==> config.mk <==
export PLATFORM = sky130hd
export DESIGN_NAME = reglist_engine
export DESIGN_NICKNAME = d
export VERILOG_FILES = /design/src/rtl/rle_pkg.sv /design/src/rtl/rle_hdr_regs.sv /design/src/rtl/rle_irq_status.sv /design/src/rtl/rle_seq.sv /design/src/rtl/reglist_engine.sv
export SDC_FILE = /design/constraint.sdc
export NUM_CORES = 1
export LEC_CHECK = 0
export BUFFER_PORTS_ARGS = -buffer_cell sky130_fd_sc_hd__buf_4
export CORE_ASPECT_RATIO = 0.5
export CORE_MARGIN = 2
export CORE_UTILIZATION = 47
export DETAILED_ROUTE_END_ITERATION = 8
export PLACE_DENSITY = 0.76
export SYNTH_ARGS = -nofsm -noshare
export SYNTH_HDL_FRONTEND = slang
export SYNTH_HIERARCHICAL = 1
export SYNTH_SLANG_ARGS = --single-unit
==> constraint.sdc <==
create_clock -name clk -period 5.39 [get_ports clk]
set_input_delay 0.8085 -clock clk [delete_from_list [all_inputs] [get_ports clk]]
set_output_delay 0.8085 -clock clk [all_outputs]
set_load 0.02 [all_outputs]
==> src/rtl/rle_pkg.sv <==
// Package: shared constants and sequencer state for the register list processor.
// Assumes the header format has eight body slots; flag bit positions are fixed.
package rle_pkg;
    localparam int HDR_BODY_SLOTS = 8;
    localparam int ENTRY_SHIFT    = 3;   // 8 bytes per entry
    localparam int FLAG_AUTO      = 0;
    localparam int FLAG_IRQ       = 1;

    typedef enum logic [3:0] {
        ST_IDLE, ST_HREQ, ST_HWAIT, ST_BSEL,
        ST_AREQ, ST_AWAIT, ST_DREQ, ST_DWAIT, ST_END
    } seq_state_t;
endpackage

==> src/rtl/rle_hdr_regs.sv <==
// Header register file: captures header words by index while they are fetched.
// Stores each body's entry count already rounded down and capped, and its address.
// Assumes cap_idx counts 0..HDR_WORDS-1 in header word order.
module rle_hdr_regs
    import rle_pkg::*;
#(
    parameter int W           = 32,
    parameter int NBODY       = HDR_BODY_SLOTS,
    parameter int MAX_ENTRIES = 256,
    localparam int HDR_WORDS  = 3 + 2 * NBODY,
    localparam int IW         = $clog2(HDR_WORDS),
    localparam int BW         = $clog2(NBODY),
    localparam int EW         = $clog2(MAX_ENTRIES + 1)
) (
    input  logic          clk,
    input  logic          rst_n,
    input  logic          cap_en,
    input  logic [IW-1:0] cap_idx,
    input  logic [W-1:0]  cap_word,
    input  logic [BW-1:0] sel_body,
    output logic [BW-1:0] last_body,
    output logic [EW-1:0] sel_entries,
    output logic [W-1:0]  sel_addr,
    output logic [W-1:0]  next_addr,
    output logic          auto_start,
    output logic          irq_enable
);
    logic [EW-1:0] ent_q  [NBODY];
    logic [W-1:0]  addr_q [NBODY];
    logic [W-4:0]  word_raw;
    logic [EW-1:0] word_ent;
    logic [BW-1:0] word_last;

    // Convert a captured word into a capped entry count and a clamped body index.
    always_comb begin
        word_raw  = cap_word[W-1:ENTRY_SHIFT];
        word_ent  = (word_raw > (W-3)'(MAX_ENTRIES)) ? EW'(MAX_ENTRIES) : word_raw[EW-1:0];
        word_last = (cap_word > W'(NBODY - 1)) ? BW'(NBODY - 1) : cap_word[BW-1:0];
    end

    // Capture per-body size and address words into their slots.
    always_ff @(posedge clk) begin
        for (int b = 0; b < NBODY; b++) begin
            if (!rst_n) begin
                ent_q[b]  <= '0;
                addr_q[b] <= '0;
            end else if (cap_en && cap_idx == IW'(1 + 2 * b)) begin
                ent_q[b]  <= word_ent;
            end else if (cap_en && cap_idx == IW'(2 + 2 * b)) begin
                addr_q[b] <= cap_word;
            end
        end
    end

    // Capture the count, next-header and flags words.
    always_ff @(posedge clk) begin
        if (!rst_n) begin
            last_body  <= '0;
            next_addr  <= '0;
            auto_start <= 1'b0;
            irq_enable <= 1'b0;
        end else if (cap_en) begin
            if (cap_idx == '0)
                last_body <= word_last;
            if (cap_idx == IW'(HDR_WORDS - 2))
                next_addr <= cap_word;
            if (cap_idx == IW'(HDR_WORDS - 1)) begin
                auto_start <= cap_word[FLAG_AUTO];
                irq_enable <= cap_word[FLAG_IRQ];
            end
        end
    end

    assign sel_entries = ent_q[sel_body];
    assign sel_addr    = addr_q[sel_body];
endmodule

==> src/rtl/rle_irq_status.sv <==
// Sticky completion interrupt: set by a completion pulse, cleared by write-one-to-clear.
// Assumes a set and a clear in the same cycle resolve to set.
module rle_irq_status (
    input  logic clk,
    input  logic rst_n,
    input  logic set_pulse,
    input  logic clr_pulse,
    output logic irq
);
    // Hold the interrupt until software clears it.
    always_ff @(posedge clk) begin
        if (!rst_n)         irq <= 1'b0;
        else if (set_pulse) irq <= 1'b1;
        else if (clr_pulse) irq <= 1'b0;
    end
endmodule

==> src/rtl/rle_seq.sv <==
// Sequencer: fetches headers, walks bodies and entries, issues register writes
// and follows auto-start chains. Assumes one outstanding memory read; the
// response may arrive any number of cycles (at least one) after the request.
module rle_seq
    import rle_pkg::*;
#(
    parameter int W           = 32,
    parameter int NBODY       = HDR_BODY_SLOTS,
    parameter int MAX_ENTRIES = 256,
    localparam int HDR_WORDS  = 3 + 2 * NBODY,
    localparam int IW         = $clog2(HDR_WORDS),
    localparam int BW         = $clog2(NBODY),
    localparam int EW         = $clog2(MAX_ENTRIES + 1)
) (
    input  logic          clk,
    input  logic          rst_n,
    input  logic          start_valid,
    input  logic [W-1:0]  start_addr,
    output logic          mem_req,
    output logic [W-1:0]  mem_addr,
    input  logic          mem_rvalid,
    input  logic [W-1:0]  mem_rdata,
    output logic          cap_en,
    output logic [IW-1:0] cap_idx,
    output logic [BW-1:0] sel_body,
    input  logic [BW-1:0] last_body,
    input  logic [EW-1:0] sel_entries,
    input  logic [W-1:0]  sel_addr,
    input  logic [W-1:0]  next_addr,
    input  logic          auto_start,
    input  logic          irq_enable,
    output logic          wr_valid,
    output logic [W-1:0]  wr_addr,
    output logic [W-1:0]  wr_data,
    output logic          done_irq,
    output logic          busy
);
    localparam logic [IW-1:0] LAST_WIDX = IW'(HDR_WORDS - 1);

    seq_state_t    state;
    logic [W-1:0]  hdr_base, eptr, areg;
    logic [IW-1:0] widx;
    logic [BW:0]   bidx;
    logic [EW-1:0] remain;
    logic          body_over;

    assign body_over = bidx > {1'b0, last_body};

    // Walk header words, bodies and entries; emit one write per entry.
    always_ff @(posedge clk) begin
        if (!rst_n) begin
            state    <= ST_IDLE;
            hdr_base <= '0;
            eptr     <= '0;
            areg     <= '0;
            widx     <= '0;
            bidx     <= '0;
            remain   <= '0;
            wr_valid <= 1'b0;
            wr_addr  <= '0;
            wr_data  <= '0;
        end else begin
            wr_valid <= 1'b0;
            case (state)
                ST_IDLE: if (start_valid) begin
                    hdr_base <= start_addr;
                    widx     <= '0;
                    state    <= ST_HREQ;
                end
                ST_HREQ:  state <= ST_HWAIT;
                ST_HWAIT: if (mem_rvalid) begin
                    if (widx == LAST_WIDX) begin
                        bidx  <= '0;
                        state <= ST_BSEL;
                    end else begin
                        widx  <= widx + 1'b1;
                        state <= ST_HREQ;
                    end
                end
                ST_BSEL: begin
                    if (body_over) begin
                        state <= ST_END;
                    end else if (sel_entries == '0) begin
                        bidx <= bidx + 1'b1;
                    end else begin
                        eptr   <= sel_addr;
                        remain <= sel_entries;
                        state  <= ST_AREQ;
                    end
                end
                ST_AREQ:  state <= ST_AWAIT;
                ST_AWAIT: if (mem_rvalid) begin
                    areg  <= mem_rdata;
                    state <= ST_DREQ;
                end
                ST_DREQ:  state <= ST_DWAIT;
                ST_DWAIT: if (mem_rvalid) begin
                    wr_valid <= 1'b1;
                    wr_addr  <= areg;
                    wr_data  <= mem_rdata;
                    eptr     <= eptr + W'(8);
                    remain   <= remain - 1'b1;
                    if (remain == EW'(1)) begin
                        bidx  <= bidx + 1'b1;
                        state <= ST_BSEL;
                    end else begin
                        state <= ST_AREQ;
                    end
                end
                ST_END: begin
                    if (auto_start) begin
                        hdr_base <= next_addr;
                        widx     <= '0;
                        state    <= ST_HREQ;
                    end else begin
                        state <= ST_IDLE;
                    end
                end
                default: state <= ST_IDLE;
            endcase
        end
    end

    // Drive the read port address for the current fetch.
    always_comb begin
        mem_req  = (state == ST_HREQ) || (state == ST_AREQ) || (state == ST_DREQ);
        mem_addr = eptr;
        if (state == ST_HREQ)      mem_addr = hdr_base + W'({widx, 2'b00});
        else if (state == ST_DREQ) mem_addr = eptr + W'(4);
    end

    assign cap_en   = (state == ST_HWAIT) && mem_rvalid;
    assign cap_idx  = widx;
    assign sel_body = bidx[BW-1:0];
    assign done_irq = (state == ST_END) && !auto_start && irq_enable;
    assign busy     = (state != ST_IDLE);
endmodule

==> src/rtl/reglist_engine.sv <==
// Top: header-mode register list processor. Connects the sequencer, the
// header register file and the sticky interrupt. Assumes software only
// starts it while idle; starts during a run are dropped.
module reglist_engine
    import rle_pkg::*;
#(
    parameter int W           = 32,
    parameter int MAX_ENTRIES = 256
) (
    input  logic         clk,
    input  logic         rst_n,
    input  logic         start_valid,
    input  logic [W-1:0] start_addr,
    input  logic         irq_clear,
    output logic         busy,
    output logic         irq,
    output logic         mem_req,
    output logic [W-1:0] mem_addr,
    input  logic         mem_rvalid,
    input  logic [W-1:0] mem_rdata,
    output logic         wr_valid,
    output logic [W-1:0] wr_addr,
    output logic [W-1:0] wr_data
);
    localparam int NBODY     = HDR_BODY_SLOTS;
    localparam int HDR_WORDS = 3 + 2 * NBODY;
    localparam int IW        = $clog2(HDR_WORDS);
    localparam int BW        = $clog2(NBODY);
    localparam int EW        = $clog2(MAX_ENTRIES + 1);

    logic          cap_en, auto_start, irq_enable, done_irq;
    logic [IW-1:0] cap_idx;
    logic [BW-1:0] sel_body, last_body;
    logic [EW-1:0] sel_entries;
    logic [W-1:0]  sel_addr, next_addr;

    rle_seq #(.W(W), .NBODY(NBODY), .MAX_ENTRIES(MAX_ENTRIES)) i_seq (
        .clk(clk), .rst_n(rst_n),
        .start_valid(start_valid), .start_addr(start_addr),
        .mem_req(mem_req), .mem_addr(mem_addr),
        .mem_rvalid(mem_rvalid), .mem_rdata(mem_rdata),
        .cap_en(cap_en), .cap_idx(cap_idx), .sel_body(sel_body),
        .last_body(last_body), .sel_entries(sel_entries), .sel_addr(sel_addr),
        .next_addr(next_addr), .auto_start(auto_start), .irq_enable(irq_enable),
        .wr_valid(wr_valid), .wr_addr(wr_addr), .wr_data(wr_data),
        .done_irq(done_irq), .busy(busy)
    );

    rle_hdr_regs #(.W(W), .NBODY(NBODY), .MAX_ENTRIES(MAX_ENTRIES)) i_hdr (
        .clk(clk), .rst_n(rst_n),
        .cap_en(cap_en), .cap_idx(cap_idx), .cap_word(mem_rdata),
        .sel_body(sel_body), .last_body(last_body), .sel_entries(sel_entries),
        .sel_addr(sel_addr), .next_addr(next_addr),
        .auto_start(auto_start), .irq_enable(irq_enable)
    );

    rle_irq_status i_irq (
        .clk(clk), .rst_n(rst_n),
        .set_pulse(done_irq), .clr_pulse(irq_clear), .irq(irq)
    );
endmodule

==> results_dict.tcl, run 1 <==
set metrics [dict create \
    routed_wirelength_mm 74.0 \
    die_x_microns 335 \
    vias_per_cell 5.95 \
    nets 2542 \
    crit_start "i_seq/cap_idx[0]$_SDFFE_PN0P_" \
    synth_fp_nets 2459 \
    power_mw 9.02 \
    grt_pass1_vias 18000 \
    hpwl_mm 48.1 \
    run_status "finished, final reports clean" \
    place_area_sq_um 27700 \
    start_util_pct 47.8 \
    period_share_pct 78.9 \
    synthAdderAreaFrac_pct 0.805 \
    synth_mux_area_share_pct 10.5 \
    yosysTopAreaCell "edfxtp_1" \
    areaGrowthSynthToFinish_pct 14.0 \
    grt_pass1_wl_mm 111 \
    synth.area.top_cells "edfxtp_1, dfxtp_1, mux4_2" \
    crit_path_max_fanout 12 \
    dieHeight_microns 170 \
    hold_class "reg -> reg" \
    seq_area_frac_synth_pct 55.3 \
    synth_commonest_cells "nand2_1, edfxtp_1, and2_1" \
    rr_endpoint "i_seq/eptr[9]$_SDFFE_PN0P_" \
    fin_ws_ns 1.14 \
    synth_xor_area_share_pct 1.66 \
    post-place-ws_ns 1.28 \
    p_leak_nw 10.3 \
    diodes 0 \
    grt_max_degree 109 \
    power.density_nw_per_um2 307 \
    clk_pin_slew_ns 0.07 \
    reg2reg_depth 9 \
    max_slew_margin_pct 32.7 \
    post-route-drc-count 0 \
    ys_warn_count 6 \
    synth_area_per_cell_sq_um 10.9 \
    root_buffer "clkbuf_16" \
    required_ns 4.58 \
    synth_top_area_share_pct 38.2 \
    h-tree-depth 2 \
    ioPinCount 169 \
    drv_cap 0 \
    ctsHoldBuffers 0 \
    layout-drive-gt1-share_pct 18.7 \
    syn_inst 2374 \
    antenna_found_initial 1 \
    finalSetupTns_ns 0 \
    io_buffers 168 \
    grt_use_total_pct 25.6 \
    synth-edff-count 328 \
    cts.sinks 549 \
    hold_viol_final 0 \
    async_reset_ff_share_pct 0 \
    yosys.cell_count.top_type "nand2_1" \
    slew_viol_final 0 \
    finalCoreUtilization_pct 54.5 \
    coreArea_sq_um 54000 \
    num_vias 19100 \
    syn-cell-area_sq_um 25800 \
    startpoint_type "register" \
    num_rows 60 \
    cts_tree "built" \
    synth_top_family_by_area "simple AND/OR/NAND/NOR gates" \
    critPathKind "reg -> out" \
    synth-compound-area-share_pct 8.79 \
    cts_setup_buffers 0 \
    yosys_register_bits 549 \
    ys.flop_type "edfxtp_1" \
    place_congestion 0.919 \
    skew_ns 0.0138 \
    drt-initial-drc-count 2336 \
    ant_nets 0 \
    wl_per_cell_microns 23.0 \
    worstMarginPinSlew_ns 1.01 \
    synthSimpleGateAreaFrac_pct 19.8 \
    numCtsBuffers 50 \
    min_to "i_seq/wr_addr[19]$_SDFFE_PN0P_" \
    finalSetupViolCount 0 \
    insertion_delay_ns 0.58 \
    reg2reg_from "i_seq/bidx[0]$_SDFFE_PN0P_" \
    stdcell_area_sq_um 29400 \
    cts_resized 0 \
    critPathArrivalTime_ns 3.44 \
    ir_worst_vdd_v 0.000251 \
    clock.fmax_mhz 235 \
    endpoint_kind "primary output" \
    hold_start "i_seq/areg[19]$_SDFFE_PN0P_" \
    hold-path-cell-count 2 \
    period_needed_ns 4.25 \
    grt.overflow.total 0 \
    dieArea_sq_um 56900 \
    firstDrtPassIters 6 \
    reg2reg_slack_ns 1.28 \
    rsz0062_at_grt "no" \
    max-clock-path-buffers 3 \
    yosysUniqueCellTypes 85 \
]
-- cell families after synthesis --
| family | after synthesis |
|---|---|
| adder cells (fa/ha/maj) | 16 |
| XOR/XNOR | 49 |
| buffers and inverters | 197 |
| AND/OR/NAND/NOR | 1022 |
| multiplexers | 163 |
| AO/OA/AOI/OAI | 378 |
| flip-flops | 549 |
-- worst max-delay path, stage by stage, from the launching register on --
cell     delay [ns]
dfxtp_1        0.44
ha_1           0.29
fa_1           0.42
a211o_1        0.34
a21oi_1        0.51
or2_2          0.28
xor2_1         0.24
a21oi_1        0.15
buf_4          0.18
-- report_power, final --
part	internal [mW]	switching [mW]	total [mW]	leakage (nW)
registers	4.55	0.0857	4.64	5.17
clock network	2.14	1.61	3.75	0.836
logic	0.214	0.413	0.627	4.28
total	6.91	2.11	9.02	10.3
-- worst max path at each step --
stage / to / slack, ns / cells after the start
6_report: mem_addr[14] / 1.14 / 8
5_1_grt: mem_addr[30] / 0.97 / 8
4_1_cts: mem_addr[14] / 1.12 / 8
3_5_place_dp: i_seq/eptr[9]$_SDFFE_PN0P_ / 1.28 / 9
3_3_place_gp: i_seq/bidx[0]$_SDFFE_PN0P_ / 1.31 / 8
2_1_floorplan: i_hdr/addr_q[0][0]$_SDFFCE_PN0P_ / 1.06 / 4
-- state kept, by name, indices dropped and copies added, names as in the netlist --
register / count
i_hdr/addr_q: 256
i_hdr/auto_start: 1
i_hdr/ent_q: 72
i_hdr/irq_enable: 1
i_hdr/last_body: 3
i_hdr/next_addr: 32
i_irq/irq: 1
i_seq/areg: 32
i_seq/bidx: 4
i_seq/cap_idx: 5
i_seq/eptr: 32
i_seq/hdr_base: 32
i_seq/remain: 9
i_seq/state: 4
i_seq/wr_addr: 32
i_seq/wr_data: 32
i_seq/wr_valid: 1
-- through the flow --
stage / instances / hold WS (ns)
2_1_floorplan: 2374 / 0.432
3_3_place_gp: 3118 / 0.439
3_5_place_dp: 3118 / 0.443
4_1_cts: 3212 / 0.452
5_1_grt: 3212 / 0.473
6_report: 3212 / 0.447
-- per-layer routing --
metal | GRT usage (%) | wire (microns)
met5 | 0 | 0
met1 | 36.8 | 31200
met2 | 38.6 | 32400
met3 | 7.36 | 9050
met4 | 5.30 | 1340
-- cells in the final DEF, fill, tap and decap left out, drive strengths merged, types with 7 or more instances in the layout --
cell type | Yosys | final
edfxtp | 328 | 328
xor2 | 22 | 22
o31ai | 10 | 10
or2 | 7 | 7
mux4 | 82 | 82
inv | 15 | 20
clkbuf | 143 | 68
or3 | 9 | 9
nor3 | 39 | 39
nor2 | 172 | 172
mux2 | 42 | 42
mux2i | 39 | 39
nand3 | 49 | 49
nand4 | 24 | 24
nand2b | 13 | 13
xnor2 | 27 | 27
buf | 38 | 212
clkinv | 1 | 16
nand2 | 377 | 377
and2 | 254 | 254
ha | 15 | 15
nor4 | 17 | 17
dfxtp | 221 | 221
o21a | 8 | 8
nor2b | 8 | 8
or4 | 8 | 8
a21oi | 182 | 182
and4 | 7 | 7
nand3b | 8 | 8
o21ai | 74 | 74
and3 | 14 | 14
o211ai | 11 | 11
a211oi | 34 | 34
-- area by class of cell --
type / instances / area (sq um)
clock inverters: 26 / 305
flip-flops and latches: 549 / 14300
inverters: 16 / 62.6
repair buffers: 212 / 1600
fillers: 4473 / 24600
multi-input cells: 1628 / 10900
well taps: 713 / 892
clock buffers: 68 / 1410
(Power assumes the default switching activity.)
==> run 2, diff against run 1 <==
Settings changed: PLACE_DENSITY 0.76 to 0.79.
Clock period 5.39 ns to 3.46 ns, I/O delays scaled along.
==> run 2 against run 1 <==
  * First-iteration DRC count up 6.2%
  * Clock-buffer cell count fell by 3
  * Register-to-register slack worse by 1.2 ns
  * Wire length rose by 2.3%
  * Cell area increased by 1.6%
  * Worst hold slack got worse by 0.19 ns
  * Utilization rose by 0.85 points
  * Combinational power up 67%
  * Critical path depth unchanged
==> results_dict.tcl, run 2 (synthesized netlist as in run 1, its figures left out) <==
set metrics [dict create \
    period_share_pct 98.4 \
    period_needed_ns 3.40 \
    grt_use_total_pct 26.3 \
    vias_per_cell 6.06 \
    grt_pass1_wl_mm 114 \
    power.internal_mw 10.5 \
    drv_cap 0 \
    run_status "finished, final reports clean" \
    largest_reg_flops 256 \
    worstMarginPinSlew_ns 1.16 \
    crit_path_max_fanout 6 \
    grt_max_degree 80 \
    hold_slack_ns 0.256 \
    hpwl_mm 47.1 \
    max_slew_margin_pct 22.2 \
    met2_usage_pct 43.1 \
    io_buffers 168 \
    finalSetupTns_ns 0 \
    p_leak_nw 10.5 \
    post-place-ws_ns -0.0305 \
    critical_path.max_stage_delay_ns 0.39 \
    crit_chain "ha_2, nand4_1, nor2_2, nand3_2, or3_1, a31oi_2, o21ai_0, buf_4" \
    layout-drive-gt1-share_pct 21.4 \
    start_util_pct 47.8 \
    insertion_delay_ns 0.62 \
    p_sw_mw 3.26 \
    fin_ws_ns 0.0563 \
    final_cell_mix "nand2_1, edfxtp_1, and2_1" \
    top_register "i_hdr/addr_q" \
    num_vias 19700 \
    cts.sinks 549 \
    areaGrowthSynthToFinish_pct 15.7 \
    required_ns 2.94 \
    diodes 0 \
    grt_use_met3_pct 4.68 \
    busiest_layer "met2" \
    wl_per_cell_microns 23.3 \
    met1_usage_pct 34.8 \
    grt.overflow.total 0 \
    dieHeight_microns 170 \
    firstDrtPassIters 6 \
    reg2reg_depth 9 \
    power.density_nw_per_um2 461 \
    startpoint_type "register" \
    finalSetupViolCount 0 \
    ir_worst_vdd_v 0.000471 \
    rr_endpoint "i_seq/bidx[0]$_SDFFE_PN0P_" \
    coreArea_sq_um 54000 \
    root_buffer "clkbuf_16" \
    routed_wirelength_mm 75.7 \
    clk_pin_slew_ns 0.07 \
    skew_ns 0.0444 \
    p_clk_share_pct 40.1 \
    power_frac_comb_pct 7.6 \
    nets 2583 \
    hold_class "in -> reg" \
    h-tree-depth 2 \
    post-route-drc-count 0 \
    antenna_found_initial 1 \
    sequentialPowerShare_pct 52.3 \
    clock.fmax_mhz 294 \
    endpoint_kind "primary output" \
    die_x_microns 335 \
    max-clock-path-buffers 3 \
    ioPinCount 169 \
    stdcell_area_sq_um 29900 \
    final_common_cell "nand2_1" \
    numCtsBuffers 48 \
    ant_nets 0 \
    reg_top3 "i_hdr/addr_q (256), i_hdr/ent_q (72)" \
    p_sw_share_pct 23.7 \
    place_area_sq_um 28100 \
    crit_start "i_seq/eptr[3]$_SDFFE_PN0P_" \
    hold_viol_final 0 \
    critPathKind "reg -> out" \
    dieArea_sq_um 56900 \
    drt-initial-drc-count 2480 \
    place_congestion 0.998 \
    num_rows 60 \
    reg2reg_slack_ns 0.12 \
    slew_viol_final 0 \
    reg2reg_from "i_seq/bidx[0]$_SDFFE_PN0P_" \
    grt_pass1_vias 19000 \
    critPathArrivalTime_ns 2.88 \
    cts_tree "built" \
    crit_end "mem_addr[31]" \
    cp_slowest_cell "or3_1" \
    power_mw 13.8 \
]
-- run 2: worst min-delay path by stage --
stage | startpoint | to | slack [ns] | cells after the start
2_1_floorplan | i_seq/areg[0]$_SDFFE_PN0P_ | i_seq/wr_addr[0]$_SDFFE_PN0P_ | 0.43 | 2
3_3_place_gp | i_seq/areg[14]$_SDFFE_PN0P_ | i_seq/wr_addr[14]$_SDFFE_PN0P_ | 0.44 | 2
3_5_place_dp | i_seq/areg[24]$_SDFFE_PN0P_ | i_seq/wr_addr[24]$_SDFFE_PN0P_ | 0.44 | 2
4_1_cts | mem_rdata[30] | i_seq/wr_data[30]$_SDFFE_PN0P_ | 0.24 | 3
5_1_grt | mem_rdata[19] | i_seq/wr_data[19]$_SDFFE_PN0P_ | 0.26 | 3
6_report | mem_rdata[30] | i_seq/wr_data[30]$_SDFFE_PN0P_ | 0.26 | 3
-- run 2: critical path: cells and delay by family, from the launching register on --
family | cells | cell delay (ns)
flip-flops | 1 | 0.34
AO/OA/AOI/OAI | 2 | 0.47
buffers and inverters | 1 | 0.21
adder cells (fa/ha/maj) | 1 | 0.25
AND/OR/NAND/NOR | 4 | 1.01
-- run 2: power groups by stage --
stage               Sequential [mW]  Clock [mW]  Combinational [mW]
floorplan                      7.32           0               0.553
global placement               7.34           0               0.993
detailed placement             7.35           0                1.01
CTS                            7.20        5.56                1.02
global route                   7.22        5.81                1.11
finish                         7.21        5.52                1.05
-- run 2: final cells by class --
| type | count | area, sq um |
|---|---|---|
| clock buffer | 65 | 1310 |
| clock inverter | 19 | 282 |
| fill | 4365 | 24100 |
| inverter | 16 | 62.6 |
| multi-input combinational | 1628 | 11000 |
| sequential | 549 | 14300 |
| tap | 713 | 892 |
| timing repair buffer | 255 | 2070 |
-- run 2: routing by layer --
metal,vias to the layer above,routed length (microns)
met5,-,0
met4,0,3280
met3,218,6630
met2,954,36000
met1,9779,29800
li1,8715,-
-- run 2: timing repair --
item | 4_1_cts | 5_1_grt
pin swaps | 2 | 2
gates resized for setup | 14 | 24
cloned | 0 | 0
hold buffers | 0 | 0
buffers inserted | 8 | 4
endpoints found under the hold margin | 0 | 0
setup endpoints to repair | 14 | 16
-- run 2: metrics by stage --
step	util, %	cells
2_1_floorplan	-	2374
3_3_place_gp	52.0	3149
3_5_place_dp	52.0	3149
4_1_cts	55.2	3241
5_1_grt	55.3	3245
6_report	55.3	3245
